==> src/rtl/dpc_pkg.sv <==
// Shared types for the page-mode DRAM controller.
// Assumes nothing beyond a common compile unit order (package first).
package dpc_pkg;

    typedef enum logic [3:0] {
        ST_IDLE,
        ST_ACT_SETUP,
        ST_ACT_RCD,
        ST_COL_SETUP,
        ST_COL_STROBE,
        ST_COL_END,
        ST_PRECH,
        ST_REF_SETUP,
        ST_REF_RAS,
        ST_REF_PRE
    } dpc_state_e;

endpackage

==> src/rtl/dpc_wait_timer.sv <==
// Down-counter that times how long the sequencer stays in a state.
// A load writes the cycle count minus one; done is high when the count is zero.
// Assumes a load is never requested while the loaded value is needed as done.
module dpc_wait_timer #(
    parameter int CW = 4
) (
    input  logic          clk,
    input  logic          rst_n,
    input  logic          load,
    input  logic [CW-1:0] value,
    output logic          done
);
    logic [CW-1:0] cnt_q;

    // Load on state entry, otherwise count down to zero and hold.
    always_ff @(posedge clk) begin
        if (!rst_n)             cnt_q <= '0;
        else if (load)          cnt_q <= value;
        else if (cnt_q != '0)   cnt_q <= cnt_q - 1'b1;
    end

    assign done = (cnt_q == '0);
endmodule

==> src/rtl/dpc_refresh_sched.sv <==
// Refresh scheduler: counts refresh intervals, keeps the number of rows owed,
// and holds the row counter for the next strobe-only refresh.
// Distributed mode owes one row per interval; burst mode owes all rows once
// every 2^ROW_W intervals. Assumes ref_done pulses once per finished refresh.
module dpc_refresh_sched #(
    parameter int ROW_W        = 4,
    parameter int REF_INTERVAL = 150
) (
    input  logic             clk,
    input  logic             rst_n,
    input  logic             burst_mode,
    input  logic             ref_done,
    output logic             ref_req,
    output logic [ROW_W-1:0] ref_row
);
    localparam int NUM_ROWS = 1 << ROW_W;
    localparam int IW       = $clog2(REF_INTERVAL);
    localparam int OW       = ROW_W + 1;

    logic [IW-1:0]    intv_q;
    logic [ROW_W-1:0] per_q;
    logic [OW-1:0]    owed_q;
    logic [ROW_W-1:0] row_q;
    logic             tick;

    assign tick = (intv_q == IW'(REF_INTERVAL - 1));

    // Interval counter producing one tick every REF_INTERVAL cycles.
    always_ff @(posedge clk) begin
        if (!rst_n)    intv_q <= '0;
        else if (tick) intv_q <= '0;
        else           intv_q <= intv_q + 1'b1;
    end

    // Counts ticks within one full refresh period for burst mode.
    always_ff @(posedge clk) begin
        if (!rst_n)    per_q <= '0;
        else if (tick) per_q <= per_q + 1'b1;
    end

    // Number of rows still owed, per the selected schedule.
    always_ff @(posedge clk) begin
        if (!rst_n) begin
            owed_q <= '0;
        end else if (burst_mode) begin
            if (tick && (per_q == '1))  owed_q <= OW'(NUM_ROWS);
            else if (ref_done)          owed_q <= owed_q - 1'b1;
        end else begin
            if (tick && !ref_done && (owed_q != OW'(NUM_ROWS))) owed_q <= owed_q + 1'b1;
            else if (!tick && ref_done)                         owed_q <= owed_q - 1'b1;
        end
    end

    // Refresh row counter, wraps naturally after the last row.
    always_ff @(posedge clk) begin
        if (!rst_n)        row_q <= '0;
        else if (ref_done) row_q <= row_q + 1'b1;
    end

    assign ref_req = (owed_q != '0);
    assign ref_row = row_q;
endmodule

==> src/rtl/dpc_ctrl.sv <==
// Page-mode controller for an asynchronous DRAM.
// Keeps the last row open, serves same-row hits with a column cycle only,
// precharges on a miss, and interleaves strobe-only refresh from the scheduler.
// Assumes the host holds request fields stable until host_ack and that all
// timing parameters are at least 1 cycle.
module dpc_ctrl
    import dpc_pkg::*;
#(
    parameter int ROW_W        = 4,
    parameter int COL_W        = 4,
    parameter int DATA_W       = 8,
    parameter int T_ASR        = 1,
    parameter int T_RCD        = 2,
    parameter int T_CAS        = 2,
    parameter int T_RP         = 2,
    parameter int T_RAS        = 3,
    parameter int REF_INTERVAL = 150
) (
    input  logic                     clk,
    input  logic                     rst_n,
    input  logic                     ref_burst,
    input  logic                     host_req,
    input  logic                     host_we,
    input  logic [ROW_W+COL_W-1:0]   host_addr,
    input  logic [DATA_W-1:0]        host_wdata,
    output logic                     host_ack,
    output logic [DATA_W-1:0]        host_rdata,
    output logic [((ROW_W > COL_W) ? ROW_W : COL_W)-1:0] dram_addr,
    output logic                     dram_ras_n,
    output logic                     dram_cas_n,
    output logic                     dram_we_n,
    output logic                     dram_oe_n,
    output logic [DATA_W-1:0]        dram_dq_out,
    output logic                     dram_dq_oe,
    input  logic [DATA_W-1:0]        dram_dq_in
);
    localparam int ADDR_W = ROW_W + COL_W;
    localparam int AW     = (ROW_W > COL_W) ? ROW_W : COL_W;
    localparam int MAXD_A = (T_ASR > T_RCD) ? T_ASR : T_RCD;
    localparam int MAXD_B = (T_CAS > T_RP) ? T_CAS : T_RP;
    localparam int MAXD_C = (MAXD_A > MAXD_B) ? MAXD_A : MAXD_B;
    localparam int MAXD   = (MAXD_C > T_RAS) ? MAXD_C : T_RAS;
    localparam int TW     = $clog2(MAXD) + 1;

    dpc_state_e       state_q, state_d;
    logic             tmr_load, tmr_done;
    logic             ref_req, ref_done;
    logic [ROW_W-1:0] ref_row;
    logic             row_open;
    logic [ROW_W-1:0] open_row, cur_row;
    logic [COL_W-1:0] cur_col;
    logic             cur_we;
    logic [DATA_W-1:0] cur_wdata, rdata_q;
    logic             page_hit;

    // Cycle count, minus one, for each timed state.
    function automatic logic [TW-1:0] dwell(dpc_state_e s);
        case (s)
            ST_ACT_SETUP, ST_REF_SETUP: return TW'(T_ASR - 1);
            ST_ACT_RCD:                 return TW'(T_RCD - 1);
            ST_COL_STROBE:              return TW'(T_CAS - 1);
            ST_PRECH, ST_REF_PRE:       return TW'(T_RP - 1);
            ST_REF_RAS:                 return TW'(T_RAS - 1);
            default:                    return '0;
        endcase
    endfunction

    dpc_refresh_sched #(
        .ROW_W        (ROW_W),
        .REF_INTERVAL (REF_INTERVAL)
    ) u_sched (
        .clk        (clk),
        .rst_n      (rst_n),
        .burst_mode (ref_burst),
        .ref_done   (ref_done),
        .ref_req    (ref_req),
        .ref_row    (ref_row)
    );

    dpc_wait_timer #(.CW(TW)) u_timer (
        .clk   (clk),
        .rst_n (rst_n),
        .load  (tmr_load),
        .value (dwell(state_d)),
        .done  (tmr_done)
    );

    assign page_hit = row_open && (host_addr[ADDR_W-1:COL_W] == open_row);

    // Next-state choice: refresh first, then hit, miss or fresh activation.
    always_comb begin
        state_d = state_q;
        case (state_q)
            ST_IDLE: begin
                if (ref_req)        state_d = row_open ? ST_PRECH : ST_REF_SETUP;
                else if (host_req) begin
                    if (page_hit)      state_d = ST_COL_SETUP;
                    else if (row_open) state_d = ST_PRECH;
                    else               state_d = ST_ACT_SETUP;
                end
            end
            ST_ACT_SETUP:  if (tmr_done) state_d = ST_ACT_RCD;
            ST_ACT_RCD:    if (tmr_done) state_d = ST_COL_SETUP;
            ST_COL_SETUP:  if (tmr_done) state_d = ST_COL_STROBE;
            ST_COL_STROBE: if (tmr_done) state_d = ST_COL_END;
            ST_COL_END:    state_d = ST_IDLE;
            ST_PRECH:      if (tmr_done) state_d = ST_IDLE;
            ST_REF_SETUP:  if (tmr_done) state_d = ST_REF_RAS;
            ST_REF_RAS:    if (tmr_done) state_d = ST_REF_PRE;
            ST_REF_PRE:    if (tmr_done) state_d = ST_IDLE;
            default:       state_d = ST_IDLE;
        endcase
    end

    assign tmr_load = (state_d != state_q);
    assign ref_done = (state_q == ST_REF_PRE) && tmr_done;

    // State register.
    always_ff @(posedge clk) begin
        if (!rst_n) state_q <= ST_IDLE;
        else        state_q <= state_d;
    end

    // Latch the request fields when an access leaves idle.
    always_ff @(posedge clk) begin
        if (!rst_n) begin
            cur_row   <= '0;
            cur_col   <= '0;
            cur_we    <= 1'b0;
            cur_wdata <= '0;
        end else if ((state_q == ST_IDLE) &&
                     (state_d == ST_ACT_SETUP || state_d == ST_COL_SETUP)) begin
            cur_row   <= host_addr[ADDR_W-1:COL_W];
            cur_col   <= host_addr[COL_W-1:0];
            cur_we    <= host_we;
            cur_wdata <= host_wdata;
        end
    end

    // Track which row is open: set on activation, cleared on precharge.
    always_ff @(posedge clk) begin
        if (!rst_n) begin
            row_open <= 1'b0;
            open_row <= '0;
        end else if (state_d == ST_ACT_RCD && state_q == ST_ACT_SETUP) begin
            row_open <= 1'b1;
            open_row <= cur_row;
        end else if (state_d == ST_PRECH && state_q == ST_IDLE) begin
            row_open <= 1'b0;
        end
    end

    // Capture read data in the last cycle CAS is low.
    always_ff @(posedge clk) begin
        if (!rst_n)
            rdata_q <= '0;
        else if ((state_q == ST_COL_STROBE) && tmr_done && !cur_we)
            rdata_q <= dram_dq_in;
    end

    // Strobe and bus decode from the current state.
    always_comb begin
        dram_ras_n = 1'b1;
        dram_cas_n = 1'b1;
        dram_we_n  = 1'b1;
        dram_oe_n  = 1'b1;
        dram_dq_oe = 1'b0;
        dram_addr  = AW'(open_row);
        case (state_q)
            ST_IDLE:      dram_ras_n = !row_open;
            ST_ACT_SETUP: dram_addr  = AW'(cur_row);
            ST_ACT_RCD: begin
                dram_ras_n = 1'b0;
                dram_addr  = AW'(cur_row);
            end
            ST_COL_SETUP: begin
                dram_ras_n = 1'b0;
                dram_addr  = AW'(cur_col);
                dram_we_n  = !cur_we;
                dram_dq_oe = cur_we;
            end
            ST_COL_STROBE: begin
                dram_ras_n = 1'b0;
                dram_cas_n = 1'b0;
                dram_addr  = AW'(cur_col);
                dram_we_n  = !cur_we;
                dram_oe_n  = cur_we;
                dram_dq_oe = cur_we;
            end
            ST_COL_END: begin
                dram_ras_n = 1'b0;
                dram_addr  = AW'(cur_col);
            end
            ST_REF_SETUP, ST_REF_PRE: dram_addr = AW'(ref_row);
            ST_REF_RAS: begin
                dram_ras_n = 1'b0;
                dram_addr  = AW'(ref_row);
            end
            default: ;
        endcase
    end

    assign dram_dq_out = cur_wdata;
    assign host_ack    = (state_q == ST_COL_END);
    assign host_rdata  = rdata_q;
endmodule

==> config.mk <==
export PLATFORM = sky130hd
export DESIGN_NAME = dpc_ctrl
export DESIGN_NICKNAME = d
export VERILOG_FILES = /design/src/rtl/dpc_pkg.sv /design/src/rtl/dpc_wait_timer.sv /design/src/rtl/dpc_refresh_sched.sv /design/src/rtl/dpc_ctrl.sv
export SDC_FILE = /design/constraint.sdc
export NUM_CORES = 1
export LEC_CHECK = 0
export CAP_MARGIN = 20
export CORE_UTILIZATION = 49
export DETAILED_ROUTE_END_ITERATION = 10
export GPL_ROUTABILITY_DRIVEN = 1
export PLACE_DENSITY_LB_ADDON = 0.1
export SLEW_MARGIN = 20
export SYNTH_ARGS = -nofsm -noshare
export SYNTH_HDL_FRONTEND = slang
export SYNTH_HIERARCHICAL = 1
export SYNTH_SLANG_ARGS = --single-unit
==> constraint.sdc <==
create_clock -name clk -period 2.31 [get_ports clk]
set_input_delay 0.3465 -clock clk [delete_from_list [all_inputs] [get_ports clk]]
set_output_delay 0.3465 -clock clk [all_outputs]
set_load 0.005 [all_outputs]
==> results of run 1 <==
worst paths after layout:
path                                   startpoint                 to  slack, ps
worst min register to register  u_sched/intv_q[0]  u_sched/intv_q[0]        490
worst max register to register         state_q[1]   u_timer/cnt_q[1]        110
worst min-delay path            u_sched/intv_q[0]  u_sched/intv_q[0]        490
worst max-delay path                   state_q[1]          dram_we_n         70
cell usage after synthesis, drive strengths merged (3+ instances only):
| cell | count |
|---|---|
| nand3 | 12 |
| nand4 | 3 |
| nand3b | 4 |
| o21ai | 12 |
| dfxtp | 58 |
| nand4b | 3 |
| nor3b | 4 |
| ha | 8 |
| a22oi | 8 |
| xor2 | 8 |
| nand2b | 9 |
| nor2b | 43 |
| mux2i | 31 |
| o21a | 3 |
| nor2 | 19 |
| nor3 | 7 |
| o211ai | 3 |
| clkbuf | 9 |
| and2 | 7 |
| and3 | 3 |
| a21boi | 4 |
| xnor2 | 14 |
| a21oi | 18 |
| o221ai | 5 |
| nand2 | 20 |
| inv | 11 |
| buf | 11 |
through the flow:
step	power [W]	util, %
after global routing	0.00422	69.4
final	0.00398	69.4
after floorplan	0.00234	-
after detailed placement	0.00283	63.9
after CTS	0.00383	67.6
after global placement	0.00282	63.9
area by class of cell:
type                    count  area, um^2  area share, %
clock buffers              12         145           3.22
clock inverters             3        40.0          0.888
flip-flops and latches     58        1170           26.0
inverters                  11        41.3          0.916
repair buffers             87         805           17.9
well taps                  77        96.3           2.14
multi-input cells         280        2210           49.0
power groups by stage:
| stage | combinational, W | sequential, W | clock, W |
|---|---|---|---|
| 4_1_cts | 0.00162 | 0.00127 | 0.000934 |
| 5_1_grt | 0.00193 | 0.00131 | 0.000977 |
| 6_report | 0.00178 | 0.00129 | 0.000906 |
| 3_5_place_dp | 0.00154 | 0.00129 | 0 |
| 2_1_floorplan | 0.00109 | 0.00124 | 0 |
| 3_3_place_gp | 0.00153 | 0.00129 | 0 |
repair_timing:
action                                  CTS  global route
pin swaps                                 4            10
endpoints found under the hold margin     0             0
endpoints found under the setup margin   10            12
buffers inserted                          4             2
resized for setup                        16            24
flip-flops by register name, indices dropped and copies added (netlist names):
signal and count:
u_sched/owed_q 5, u_sched/intv_q 8, u_sched/per_q 4, cur_row 4
state_q 4, cur_col 4, u_sched/ref_row 4, dram_dq_out 8
open_row 4, row_open 1, cur_we 1, u_timer/cnt_q 3
host_rdata 8
cells by family after synthesis:
group,count (synthesis)
and+or+nand+nor,147
AOI/OAI and AO/OA,69
DFF,58
muxes,33
buffers and inverters,31
xor gates and xnor gates,22
adders and majority gates,8
other,1
critical path: stages, from the launching register on:
cell and delay [ps]:
dfxtp_4 360, buf_4 160, or3b_4 410, o21ai_2 70, nand3b_1 100, clkdlybuf4s50_1 460
routing by layer:
metal | up-vias | global-route usage (%) | wire [um]
met3 | 8 | 4.28 | 294
met4 | 0 | 10.5 | 102
met5 | - | 0 | 0
met2 | 70 | 34.9 | 3640
met1 | 1403 | 28.5 | 3570
li1 | 1463 | - | -
==> impl_results.md, run 1 <==
- Status: finished clean
- P_int: 0.00262 W
- WL final: 7610 um
- Area delta synth->final: 33.0%
- Largest family of logic cells by synthesized area: simple AND/OR/NAND/NOR gates
- Syn Nets: 406
- Max-slew violation count: 0
- Final net count: 484
- Switching portion of total power: 34.1%
- Layout fillers: 525
- Worst-Margin Slew: 572 ps
- Row Count: 29
- Top cell type's share of synthesized area: 34.3%
- Area fraction in compound gates after synthesis: 15.1%
- GRT Util Overall: 21.9%
- Ranking of synthesized cells by area: dfxtp_1, mux2i_1, nor2b_1, xnor2_1, ha_1
- Final setup TNS: 0 ps
- Commonest non-fill, non-tap cell in the layout: dfxtp_1
- Initial antenna violation count: 0
- Psw: 0.00136 W
- Post-Synth Simple-Gate Area: 27.5%
- Die width: 85.2 um
- DP Worst Slack: -31.2 ps
- Ports: 55
- Synth Area in XOR/XNOR: 5.68%
- DRC errors left: 0
- Placed cells: 507
- VDD IR max: 0.000460 V
- DRT iter0 DRCs: 190
- Syn Area/Cell: 9.19 um^2
- WL/cell: 14.4 um
- Final antenna-violating net count: 0
- CTS root buf: clkbuf_8
- CP endpoint kind: output pin
- Die Ht: 85.2 um
- Clk pwr share: 22.8%
- First-pass GRT wire length: 12600 um
- Synth warn: 6
- Largest net degree at the start of global routing: 50
- CTS max path bufs: 2
- DRT Pass-1 Iters: 4
- Post-DP HPWL: 5170 um
- HP Class: reg -> reg
- Vias per cell: 5.58
- Vias in the first global route: 2754
- Max-Cap Viols: 0
- Register bit total from synthesis: 58
- CTS tree: built
- Async S/R FF share, synth: 0%
- Worst Path Required: 1960 ps
- Critical path launch point type: flip-flop
- Post-synthesis sequential area ratio: 34.3%
- Combinational power share: 44.7%
- Fin. Hold Viols: 0
- Post-synth EDFFs: 0
- Synth Cell Area: 3390 um^2
- Initial core utilization: 52.2%
- Pwr per Cell Area: 882 nW/um^2
- Flop pwr share: 32.5%
- Cell Area, Placed: 4150 um^2
- Minimum clock period: 2240 ps
- Worst EP arrival: 1890 ps
- Commonest non-fill, non-tap cells in the layout: dfxtp_1, clkdlybuf4s50_1, nor2b_1, mux2i_1, buf_4
- Library cells used by synthesis: 66
- Area leader, netlist: dfxtp_1
- Clock slew at reported path FFs: 70 ps
- Peak fanout along the critical path: 6
- Mux contribution to synthesized area: 9.82%
- Setup ws final: 71.8 ps
- CTS hold repair buffers: 0
- Share of layout cells above drive strength 1: 21.3%
- Adder-Cell Fraction of Synth Area: 2.95%
- Fin area: 4510 um^2
- Total clock sinks: 58
- Routability-driven placement congestion ratio: 0.829
- Ys flop type: dfxtp_1
- Cell Count, Final, Fillers Out: 528
- IO Port Bufs: 54
- Hold Slack: 494 ps
- Max Clk Rate: 0.447 GHz
- Final period utilization: 96.9%
- Core ar.: 6490 um^2
- Critical path class: reg -> out
- Num CTS Buffers: 9
- R2r worst-path depth: 8
- Grt ovf: 0
- Slew margin rel.: 61.7%
- Vias post-DR: 2944
- Clock Latency Late Sink: 330 ps
- Fin Clk Skew: 6.65 ps
- Mapped Cells: 369
- Setup violations, final: 0
- WHS Path Cells: 1
- H-tree depth: 3
- Die area: 7250 um^2
- ANT cells: 0
- P_leak: 1.81 nW
(Power assumes the default switching activity.)
==> run 2, diff against run 1 <==
- CELL_PAD_IN_SITES_DETAIL_PLACEMENT: unset -> 1
- CELL_PAD_IN_SITES_GLOBAL_PLACEMENT: unset -> 1
- CORE_MARGIN: unset -> 4
- CORE_UTILIZATION: 49 -> 37
- SETUP_SLACK_MARGIN: unset -> 0.4
==> run 2 against run 1 <==
Clock-buffer cell count decreased by 2. Cell count increased by 8.9%. Power increased by 8.2%. Register-to-register slack got worse by 50 ps. Non-clock buffer count increased by 16. Clock skew increased by 3.5 ps. Die area increased by 48%.
==> impl_results.md, run 2 (synthesized netlist as in run 1, its figures left out) <==
- Initial antenna violation count: 0 (unchanged)
- Die width: 104 um (+22%)
- Area delta synth->final: 42.8%
- Status: finished clean
- WL final: 9820 um (+29%)
- DRT iter0 DRCs: 68 (-64%)
- First-pass GRT wire length: 15800 um (+26%)
- Minimum clock period: 2250 ps (+10.2 ps)
- Die Ht: 104 um (+22%)
- Setup ws final: 61.6 ps (-10.2 ps)
- Reg-to-reg critical path startpoint: u_sched/owed_q[0]
- Clock Latency Late Sink: 340 ps (about the same)
- Grt ovf: 0 (unchanged)
- Row Count: 34 (+17%)
- Fin. Hold Viols: 0 (unchanged)
- Max-Cap Viols: 0 (unchanged)
- Pwr per Cell Area: 888 nW/um^2 (+0.69%)
- RSZ-0062 raised after global routing: yes
- Routability-driven placement congestion ratio: 0.786 (-5.1%)
- P_int: 0.00275 W (+4.9%)
- Max Clk Rate: 0.445 GHz (-0.45%)
- IO Port Bufs: 54 (unchanged)
- Critical R2R Capture: u_timer/cnt_q[1]
- Post-DP HPWL: 6630 um (+28%)
- Fin Clk Skew: 10.2 ps (+3.51 ps)
- Peak fanout along the critical path: 8 (+2)
- Core ar.: 8810 um^2 (+36%)
- Commonest non-fill, non-tap cell in the layout: dfxtp_1
- Share of layout cells above drive strength 1: 29.1% (+7.8 points)
- WHS Path Cells: 2 (+1)
- Vias post-DR: 3027 (+2.8%)
- Critical path launch point type: flip-flop
- CTS hold repair buffers: 0 (unchanged)
- Flop pwr share: 29.7% (-2.8 points)
- HP Class: reg -> reg
- DRC errors left: 0 (unchanged)
- Slew margin rel.: 63.7% (+2.1 points)
- Final setup TNS: 0 ps (unchanged)
- Combinational power share: 51.2% (+6.5 points)
- Commonest non-fill, non-tap cells in the layout: dfxtp_1, clkdlybuf4s50_1, nor2b_1, buf_4, mux2i_1
- CTS tree: built
- Clock slew at reported path FFs: 70 ps (about the same)
- Psw: 0.00155 W (+14%)
- Ports: 55 (unchanged)
- DP Worst Slack: -64.9 ps (-33.7 ps)
- Worst reg-to-reg setup slack: 60 ps (-50 ps)
- P_leak: 1.92 nW (+6.2%)
- Final antenna-violating net count: 0 (unchanged)
- Worst-Margin Slew: 541 ps (-31.2 ps)
- CTS max path bufs: 2 (unchanged)
- VDD IR max: 0.000382 V (-17%)
- Final net count: 500 (+3.3%)
- Hold endpoint: u_sched/per_q[1]
- Cell Count, Final, Fillers Out: 575 (+8.9%)
- Final period utilization: 97.3% (+0.44 points)
- Worst Path Required: 2540 ps (+580 ps)
- Vias in the first global route: 3184 (+16%)
- CTS root buf: clkbuf_8
- Vias per cell: 5.26 (-5.6%)
- GRT Util Overall: 17.7% (-4.2 points)
- CP endpoint kind: flip-flop
- DRT Pass-1 Iters: 4 (unchanged)
- Placed cells: 538 (+6.1%)
- Switching portion of total power: 36.1% (+2.0 points)
- Num CTS Buffers: 9 (unchanged)
- Layout fillers: 989 (+88%)
- Die area: 10800 um^2 (+48%)
- Max-slew violation count: 0 (unchanged)
- R2r worst-path depth: 10 (+2)
- Clk pwr share: 19.1% (-3.7 points)
- H-tree depth: 3 (unchanged)
- Setup violations, final: 0 (unchanged)
- Final core occ: 55.0% (-14 points)
- Total clock sinks: 58 (unchanged)
- Largest net degree at the start of global routing: 21 (-58%)
- WL/cell: 17.1 um (+19%)
- ANT cells: 0 (unchanged)
- Hold_sp: u_sched/per_q[1]
- Worst EP arrival: 2480 ps (+590 ps)
- Initial core utilization: 38.5% (-14 points)
- Critical path class: reg -> reg
run 2: changes by cell type in the layout (fill, tap and decap cells not counted), moves of 3 or more:
cell | before | now
a22oi_1 | 8 | 4
a22oi_2 | 0 | 4
buf_2 | 0 | 3
buf_4 | 30 | 33
buf_6 | 2 | 11
clkdlybuf4s50_1 | 48 | 44
inv_1 | 8 | 5
nor2b_1 | 41 | 38
run 2: final cells by class:
| type | count | area, um^2 | share of cell area, % |
|---|---|---|---|
| sequential | 58 | 1180 | 24.3 |
| inverter | 11 | 48.8 | 1.01 |
| tap | 108 | 135 | 2.79 |
| clock inverter | 5 | 31.3 | 0.646 |
| multi-input combinational | 280 | 2310 | 47.7 |
| clock buffer | 10 | 138 | 2.84 |
| timing repair buffer | 103 | 998 | 20.6 |
run 2: power by group through the flow:
stage | clock network, W | logic, W | registers, W
floorplan | 0 | 0.00114 | 0.00124
CTS | 0.000842 | 0.00193 | 0.00126
detailed placement | 0 | 0.00164 | 0.00127
global route | 0.000901 | 0.00238 | 0.00130
global placement | 0 | 0.00160 | 0.00127
finish | 0.000819 | 0.00220 | 0.00128
run 2: how the worst max path moves through the flow:
| stage | startpoint | end | slack [ps] |
|---|---|---|---|
| detailed placement | u_sched/owed_q[0] | u_timer/cnt_q[0] | -60 |
| global route | u_sched/owed_q[1] | u_timer/cnt_q[0] | -60 |
| global placement | host_addr[6] | u_timer/cnt_q[0] | -20 |
| floorplan | u_sched/owed_q[1] | u_timer/cnt_q[0] | 180 |
| finish | u_sched/owed_q[0] | u_timer/cnt_q[1] | 60 |
| CTS | u_sched/owed_q[0] | u_timer/cnt_q[0] | 80 |
run 2: worst max-delay path, stage by stage (launching register included):
cell	delay [ps]
dfxtp_4	350
inv_4	50
ha_4	140
nor3b_4	240
nand2b_4	120
nand4b_1	210
o21ai_2	250
a21oi_4	80
a21oi_4	290
nor2b_1	90
a2111oi_1	310
run 2: what timing repair did:
item,4_1_cts,5_1_grt
setup buffers,11,9
setup endpoints to repair,37,44
cloned,2,0
resized for setup,56,35
pin swaps,8,7
hold endpoints to repair,0,0
run 2: metrics by stage:
stage | power (W) | hold WS [ps] | instance area, um^2
2_1_floorplan | 0.00238 | 453 | 3470
3_3_place_gp | 0.00287 | 473 | 4230
3_5_place_dp | 0.00291 | 500 | 4230
4_1_cts | 0.00403 | 510 | 4620
5_1_grt | 0.00457 | 553 | 4840
6_report | 0.00430 | 509 | 4840
run 2: routing by layer:
metal / vias to the layer above / global-route usage [%] / wire, um / share of wire (%)
met5: - / 0 / 0 / 0
met4: 0 / 5.60 / 182 / 1.9
met3: 15 / 3.86 / 318 / 3.2
met2: 55 / 30.6 / 4940 / 50
met1: 1458 / 22.0 / 4380 / 45
li1: 1499 / - / - / -
